==> src/rtl/uart_rx_pkg.sv <==
package uart_rx_pkg;
    localparam int unsigned MAX_DATA_BITS = 8;
    localparam int unsigned LEN_W         = $clog2(MAX_DATA_BITS + 1);
    localparam int unsigned IDX_W         = $clog2(MAX_DATA_BITS);
    localparam int unsigned FMT_W         = 8;

    typedef enum logic [2:0] {
        S_IDLE, S_START, S_DATA, S_PARITY, S_STOP1, S_STOP2
    } rx_state_t;

    typedef enum logic [2:0] {
        PAR_EVEN, PAR_ODD, PAR_SPACE, PAR_MARK, PAR_NONE
    } par_kind_t;

    typedef struct packed {
        logic [LEN_W-1:0] nbits;
        par_kind_t        par;
        logic             two_stop;
    } rx_cfg_t;

    function automatic logic par_expected(par_kind_t k, logic ones_odd);
        case (k)
            PAR_EVEN:  return ones_odd;
            PAR_ODD:   return ~ones_odd;
            PAR_SPACE: return 1'b0;
            PAR_MARK:  return 1'b1;
            default:   return 1'b0;
        endcase
    endfunction
endpackage

==> src/rtl/uart_rx_mode_decode.sv <==
module uart_rx_mode_decode
    import uart_rx_pkg::*;
(
    input  logic [FMT_W-1:0] fmt,
    output rx_cfg_t          cfg
);
    logic fmt_unused;
    assign fmt_unused = fmt[0];

    always_comb begin
        case (fmt[2:1])
            2'b11:   cfg.nbits = LEN_W'(6);
            2'b10:   cfg.nbits = LEN_W'(7);
            default: cfg.nbits = LEN_W'(8);
        endcase
        if (fmt[5]) begin
            cfg.par = PAR_NONE;
        end else begin
            case (fmt[4:3])
                2'b00:   cfg.par = PAR_EVEN;
                2'b01:   cfg.par = PAR_ODD;
                2'b10:   cfg.par = PAR_SPACE;
                default: cfg.par = PAR_MARK;
            endcase
        end
        cfg.two_stop = (fmt[7:6] == 2'b10);
    end
endmodule

==> src/rtl/uart_rx_bit_timer.sv <==
module uart_rx_bit_timer #(
    parameter int unsigned OVERSAMPLE = 16
) (
    input  logic clk,
    input  logic rst_n,
    input  logic tick,
    input  logic restart,
    input  logic half_sel,
    output logic sample
);
    localparam int unsigned CNT_W = $clog2(OVERSAMPLE);
    localparam int unsigned HALF  = OVERSAMPLE / 2;

    logic [CNT_W-1:0] cnt;
    logic [CNT_W-1:0] limit;

    assign limit  = half_sel ? CNT_W'(HALF - 1) : CNT_W'(OVERSAMPLE - 1);
    assign sample = tick && !restart && (cnt == limit);

    always_ff @(posedge clk or negedge rst_n) begin
        if (!rst_n) begin
            cnt <= '0;
        end else if (restart || sample) begin
            cnt <= '0;
        end else if (tick) begin
            cnt <= cnt + CNT_W'(1);
        end
    end

    // two samples are always at least HALF ticks apart
    p_sample_spacing_r7: assert property (@(posedge clk) disable iff (!rst_n)
        sample |=> !sample);
endmodule

==> src/rtl/uart_rx_ctrl.sv <==
module uart_rx_ctrl (
    input  logic clk,
    input  logic rst_n,
    input  logic rx_enable,
    input  logic rx_disable,
    input  logic rx_reset_req,
    output logic rx_on,
    output logic reset_pend
);
    always_ff @(posedge clk or negedge rst_n) begin
        if (!rst_n) begin
            rx_on      <= 1'b0;
            reset_pend <= 1'b0;
        end else begin
            if (rx_disable) begin
                rx_on <= 1'b0;
            end else if (rx_enable) begin
                rx_on <= 1'b1;
            end
            reset_pend <= rx_reset_req;
        end
    end

    p_disable_wins_r8: assert property (@(posedge clk) disable iff (!rst_n)
        rx_disable |=> !rx_on);
    p_enable_on_r8: assert property (@(posedge clk) disable iff (!rst_n)
        (rx_enable && !rx_disable) |=> rx_on);
endmodule

==> src/rtl/uart_rx_framer.sv <==
module uart_rx_framer
    import uart_rx_pkg::*;
#(
    parameter int unsigned OVERSAMPLE = 16
) (
    input  logic                     clk,
    input  logic                     rst_n,
    input  logic                     baud_tick,
    input  logic                     rx_line,
    input  logic [FMT_W-1:0]         mode,
    input  logic                     rx_enable,
    input  logic                     rx_disable,
    input  logic                     rx_reset_req,
    output logic [MAX_DATA_BITS-1:0] char_data,
    output logic                     char_valid,
    output logic                     parity_err,
    output logic                     framing_err
);
    rx_state_t              state, next_state;
    rx_cfg_t                cfg_dec, cfg_q;
    logic                   rx_on, reset_pend, abort;
    logic                   sample, timer_restart;
    logic                   armed;
    logic [IDX_W-1:0]       bit_idx;
    logic [MAX_DATA_BITS-1:0] data_q;
    logic                   ones_odd, par_bad, stop_bad;
    logic                   last_data;

    uart_rx_mode_decode u_dec (.fmt(mode), .cfg(cfg_dec));

    uart_rx_ctrl u_ctrl (
        .clk(clk), .rst_n(rst_n), .rx_enable(rx_enable), .rx_disable(rx_disable),
        .rx_reset_req(rx_reset_req), .rx_on(rx_on), .reset_pend(reset_pend)
    );

    assign abort         = reset_pend || !rx_on;
    assign timer_restart = (state == S_IDLE) || abort;

    uart_rx_bit_timer #(.OVERSAMPLE(OVERSAMPLE)) u_timer (
        .clk(clk), .rst_n(rst_n), .tick(baud_tick), .restart(timer_restart),
        .half_sel(state == S_START), .sample(sample)
    );

    assign last_data = (bit_idx == IDX_W'(cfg_q.nbits - LEN_W'(1)));

    // next-state logic
    always_comb begin
        next_state = state;
        unique case (state)
            S_IDLE:   if (baud_tick && armed && !rx_line) next_state = S_START;
            S_START:  if (sample) next_state = rx_line ? S_IDLE : S_DATA;
            S_DATA:   if (sample && last_data)
                          next_state = (cfg_q.par == PAR_NONE) ? S_STOP1 : S_PARITY;
            S_PARITY: if (sample) next_state = S_STOP1;
            S_STOP1:  if (sample) next_state = cfg_q.two_stop ? S_STOP2 : S_IDLE;
            S_STOP2:  if (sample) next_state = S_IDLE;
            default:  next_state = S_IDLE;
        endcase
        if (abort) next_state = S_IDLE;
    end

    // state register
    always_ff @(posedge clk or negedge rst_n) begin
        if (!rst_n) state <= S_IDLE;
        else        state <= next_state;
    end

    // datapath and outputs
    always_ff @(posedge clk or negedge rst_n) begin
        if (!rst_n) begin
            cfg_q       <= '0;
            armed       <= 1'b0;
            bit_idx     <= '0;
            data_q      <= '0;
            ones_odd    <= 1'b0;
            par_bad     <= 1'b0;
            stop_bad    <= 1'b0;
            char_data   <= '0;
            char_valid  <= 1'b0;
            parity_err  <= 1'b0;
            framing_err <= 1'b0;
        end else begin
            char_valid  <= 1'b0;
            parity_err  <= 1'b0;
            framing_err <= 1'b0;
            if (reset_pend) begin
                armed    <= 1'b0;
                bit_idx  <= '0;
                data_q   <= '0;
                ones_odd <= 1'b0;
                par_bad  <= 1'b0;
                stop_bad <= 1'b0;
            end else begin
                if (state == S_IDLE) begin
                    cfg_q <= cfg_dec;
                    if (baud_tick) armed <= rx_line;
                end else begin
                    armed <= 1'b0;
                end
                if (sample && !abort) begin
                    unique case (state)
                        S_START: begin
                            bit_idx  <= '0;
                            data_q   <= '0;
                            ones_odd <= 1'b0;
                            par_bad  <= 1'b0;
                            stop_bad <= 1'b0;
                        end
                        S_DATA: begin
                            data_q[bit_idx] <= rx_line;
                            ones_odd        <= ones_odd ^ rx_line;
                            bit_idx         <= bit_idx + IDX_W'(1);
                        end
                        S_PARITY: begin
                            par_bad <= (rx_line != par_expected(cfg_q.par, ones_odd));
                        end
                        S_STOP1: begin
                            stop_bad <= !rx_line;
                            if (!cfg_q.two_stop) begin
                                char_valid  <= 1'b1;
                                char_data   <= data_q;
                                parity_err  <= par_bad;
                                framing_err <= !rx_line;
                            end
                        end
                        S_STOP2: begin
                            char_valid  <= 1'b1;
                            char_data   <= data_q;
                            parity_err  <= par_bad;
                            framing_err <= stop_bad || !rx_line;
                        end
                        default: ;
                    endcase
                end
            end
        end
    end

    // strobe is one cycle, flags only alongside it
    p_valid_pulse_r11: assert property (@(posedge clk) disable iff (!rst_n)
        char_valid |=> !char_valid);
    p_flags_with_valid_r11: assert property (@(posedge clk) disable iff (!rst_n)
        (parity_err || framing_err) |-> char_valid);
    // unused upper bits are zero
    p_upper_zero_r1: assert property (@(posedge clk) disable iff (!rst_n)
        (char_valid && cfg_q.nbits == LEN_W'(6)) |-> (char_data[7:6] == 2'b00));
    p_top_zero_r1: assert property (@(posedge clk) disable iff (!rst_n)
        (char_valid && cfg_q.nbits != LEN_W'(8)) |-> !char_data[7]);
    p_idx_bound_r1: assert property (@(posedge clk) disable iff (!rst_n)
        (state == S_DATA) |-> (LEN_W'(bit_idx) < cfg_q.nbits));
    // no parity state without parity
    p_no_parity_state_r4: assert property (@(posedge clk) disable iff (!rst_n)
        (state == S_PARITY) |-> (cfg_q.par != PAR_NONE));
    // a high mid-bit sample of the start bit returns to idle
    p_glitch_idle_r7: assert property (@(posedge clk) disable iff (!rst_n)
        (state == S_START && sample && rx_line) |=> (state == S_IDLE));
    // receiver off forces idle
    p_off_idle_r8: assert property (@(posedge clk) disable iff (!rst_n)
        !rx_on |=> (state == S_IDLE));
    // reset request clears the framer
    p_reset_idle_r9: assert property (@(posedge clk) disable iff (!rst_n)
        reset_pend |=> (state == S_IDLE));
    // format held during a character
    p_mode_hold_r10: assert property (@(posedge clk) disable iff (!rst_n)
        (state != S_IDLE) |=> $stable(cfg_q));
    // no start without the line having been seen high
    p_rearm_r6: assert property (@(posedge clk) disable iff (!rst_n)
        (state == S_IDLE && next_state == S_START) |-> armed);
endmodule

==> config.mk <==
export PLATFORM = sky130hd
export DESIGN_NAME = uart_rx_framer
export DESIGN_NICKNAME = d
export VERILOG_FILES = /design/src/rtl/uart_rx_pkg.sv /design/src/rtl/uart_rx_mode_decode.sv /design/src/rtl/uart_rx_bit_timer.sv /design/src/rtl/uart_rx_ctrl.sv /design/src/rtl/uart_rx_framer.sv
export SDC_FILE = /design/constraint.sdc
export NUM_CORES = 1
export LEC_CHECK = 0
export ABC_CLOCK_PERIOD_IN_PS = 2300
export BUFFER_PORTS_ARGS = -buffer_cell sky130_fd_sc_hd__buf_2
export CAP_MARGIN = 20
export CORE_ASPECT_RATIO = 1.1
export CORE_MARGIN = 4
export CORE_UTILIZATION = 40
export CTS_CLUSTER_SIZE = 24
export DETAILED_ROUTE_END_ITERATION = 16
export SLEW_MARGIN = 20
export SYNTH_ARGS = -nofsm -noshare
export SYNTH_HDL_FRONTEND = slang
export SYNTH_SLANG_ARGS = --single-unit
==> constraint.sdc <==
create_clock -name clk -period 2.3 [get_ports clk]
set_input_delay 0.46 -clock clk [delete_from_list [all_inputs] [get_ports clk]]
set_output_delay 0.46 -clock clk [all_outputs]
set_load 0.02 [all_outputs]
==> impl_metrics.yaml <==
cells_and_area:
  layoutNonFillerInstCount: 326
  fill_cells: 486
  num_antenna_cells: 0
  drive_gt1_frac: 0.248
  fin_nets: 271
  final_util: 0.500
  area_growth_pct: 18.8
detailed_routing:
  vias: 1675
  wl_per_cell_um: 13.0
  drt_wl_total_um: 4250
  drt_pass1_iterations: 4
  final_antenna_net_count: 0
  dr.first_iter.drc_count: 107
  drc: 0
  routed_via_density: 5.14
placement:
  place_inst: 318
  gp_congestion: 0.757
  dp_slack_ns: 0.136
  io_buffer_count: 24
  dp_hpwl_um: 3140
sta:
  slew_headroom: 0.707
  fin_skew_ns: 0.00693
  layout_setup_ws_ns: 0.151
  final.period_utilization: 0.934
  period_minus_slack_ns: 2.15
  finalSetupViolations: 0
  holdWs_ns: 0.0432
  tightest_slew_ns: 0.440
  fin_setup_tns_ns: 0
  drv_slew: 0
  hold_viol_final: 0
  rsz0062_at_grt: "false"
  fmax_ghz: 0.465
clock_tree:
  cts_buffers: 5
  clk_pin_slew_ns: 0.08
  post-cts-setup-buffers: 0
  clock_path_buffers: 2
  cts.htree.levels: 2
  cts.sinks: 41
  clockRootBuffer: "clkbuf_8"
  holdBufCountCts: 0
  cts-resized-gates: 0
  insertion_delay_ns: 0.30
  cts_tree: "yes"
yosys:
  syn_inst: 220
  avgSynthCellArea_um2: 9.75
  syn-num-nets: 238
  synth_cell_type_count: 47
  synth_top_cell_by_area: "dfrtp_1"
  ys_seq_area_frac: 0.478
  synth.area.top_cells: "dfrtp_1 (48%), o21ai_0 (4.7%), mux2_2 (4.2%)"
  netlist.area_leader.share: 0.478
  synth_edf_count: 0
  synth_seq_cells: 41
  synth-main-ff-cell: "dfrtp_1"
  yosys_warnings: 0
  async_flop_share: 1.00
  synth_area_um2: 2150
pwr:
  powerDensity_nw_per_um2: 559
  peakVddDrop_mv: 0.302
  leakagePower_nw: 1.20
setup_path:
  reg2reg_to: "char_data[1]"
  critical_path_class: "reg2reg"
  cp_max_fo: 11
  endpoint_kind: "flip-flop"
  crit_required_ns: 2.49
  path_buf_inv: 1
  reg2reg_depth: 6
  worstSetupStartpoint: "state[1]"
  critPathArrivalTime_ns: 2.33
  cp_top_family: "simple AND/OR/NAND/NOR gates"
  crit_path_start_kind: "flip-flop"
  cpMaxStageDelayCell: "dfrtp_1"
  rr_startpoint: "state[1]"
  slowest_delay_ns: 0.47
  ff2ff_setup_slack_ns: 0.15
  cp_cell_sequence: "nor3b_4 -> xnor2_1 -> or3_4 -> nor4b_4 -> buf_12 -> mux2_2"
  crit_path_end: "char_data[1]"
  cp_num_cells: 6
die:
  die_y_um: 84.8
  die_area_um2: 6600
  die_w_um: 77.8
  boundaryPins: 26
  start_util: 0.421
  core_um2: 5100
  placementRows: 27
global_route:
  grt_pass1_wl_um: 7460
  grt_overflow: 0
  grt_usage: 0.140
  grt_antenna_before_repair: 0
  grt_max_degree: 17
  grt_pass1_vias: 1556
hold_path:
  hold_path_class: "in2async"
job:
  cap_violations: 0
status:
  status: "finished, final reports clean"
==> stage by stage <==
| step | cell area (um2) | power, mW |
|---|---|---|
| floorplan | 2150 | 0.804 |
| finish | 2550 | 1.42 |
| global placement | 2430 | 0.852 |
| global route | 2550 | 1.49 |
| detailed placement | 2430 | 0.852 |
| CTS | 2550 | 1.44 |
==> sequential cells by signal (all words and copies together) (netlist names), 3 cells and up <==
register / cells
char_data: 8
data_q: 8
cfg_q: 6
u_timer.cnt: 4
bit_idx: 3
state: 3
==> Yosys cell counts (2+ instances only) <==
| cell type | count |
|---|---|
| xor2_1 | 6 |
| clkbuf_1 | 11 |
| mux2i_1 | 3 |
| nand2b_1 | 3 |
| or4_4 | 2 |
| dfrtp_1 | 41 |
| and4_1 | 2 |
| xnor2_1 | 4 |
| a32o_1 | 2 |
| o21ai_0 | 20 |
| inv_1 | 7 |
| a31oi_1 | 8 |
| mux2_2 | 8 |
| a21oi_1 | 8 |
| o31ai_1 | 4 |
| nand4_1 | 2 |
| nor4_1 | 3 |
| nor2b_1 | 4 |
| nand2_1 | 22 |
| nand3b_1 | 4 |
| buf_2 | 2 |
| nor3_1 | 7 |
| ha_1 | 3 |
| nand3_1 | 7 |
| nor2_1 | 14 |
| o211ai_1 | 2 |
==> how the worst min path moves through the flow <==
| stage | from | to | depth (start not counted) |
|---|---|---|---|
| 2_1_floorplan | rst_n | armed | 0 |
| 3_3_place_gp | rst_n | u_timer.cnt[2] | 1 |
| 3_5_place_dp | rst_n | u_timer.cnt[2] | 1 |
| 4_1_cts | rst_n | state[1] | 1 |
| 5_1_grt | rst_n | u_ctrl.reset_pend | 1 |
| 6_report | rst_n | u_ctrl.rx_on | 1 |
==> cell usage in the layout, fill, tap and decap left out, drive strengths merged, types with 5 or more instances in the layout <==
cell     n
dfrtp   41
nand3    7
nor2b    5
inv      7
o21ai   20
nor3     7
buf     41
a31oi    8
mux2     8
nor2    14
nand2   22
a21oi    8
xor2     6
clkbuf   5
==> worst register-to-register path: cells and delay by family, from the launching register on <==
| family | cells | cell delay [ns] |
|---|---|---|
| flip-flops | 1 | 0.47 |
| buffers and inverters | 1 | 0.17 |
| multiplexers | 1 | 0.34 |
| XOR/XNOR | 1 | 0.11 |
| AND/OR/NAND/NOR | 3 | 0.94 |
==> layout make-up <==
class                           instances  area [um2]  area share
Sequential cell                        41        1030       0.403
Multi-Input combinational cell        157        1030       0.405
Clock inverter                          3        46.3      0.0182
Timing Repair Buffer                   41         260       0.102
Tap cell                               72        90.1      0.0353
Clock buffer                            5        68.8      0.0270
Inverter                                7        26.3      0.0103
==> per-layer routing <==
| layer | routed length [um] | global-route usage | part of all wire |
|---|---|---|---|
| met1 | 2120 | 0.203 | 0.50 |
| met2 | 1880 | 0.206 | 0.44 |
| met3 | 193 | 0.0361 | 0.045 |
| met4 | 61 | 0.0437 | 0.014 |
| met5 | 0 | 0 | 0 |
==> power by group <==
part | switching (mW) | leakage [nW] | internal, mW
sequential | 0.00909 | 0.561 | 0.733
combinational | 0.0539 | 0.584 | 0.0396
clock | 0.263 | 0.0543 | 0.325
==> cells by family after synthesis <==
logic type / Yosys count / synth area share
buffers and inverters: 22 / 0.0414
AND/OR/NAND/NOR: 80 / 0.214
multiplexers: 11 / 0.0560
AO/OA/AOI/OAI: 53 / 0.152
flip-flops: 41 / 0.478
adder cells (fa/ha/maj): 3 / 0.0175
XOR/XNOR: 10 / 0.0408
(Power assumes the default switching activity.)
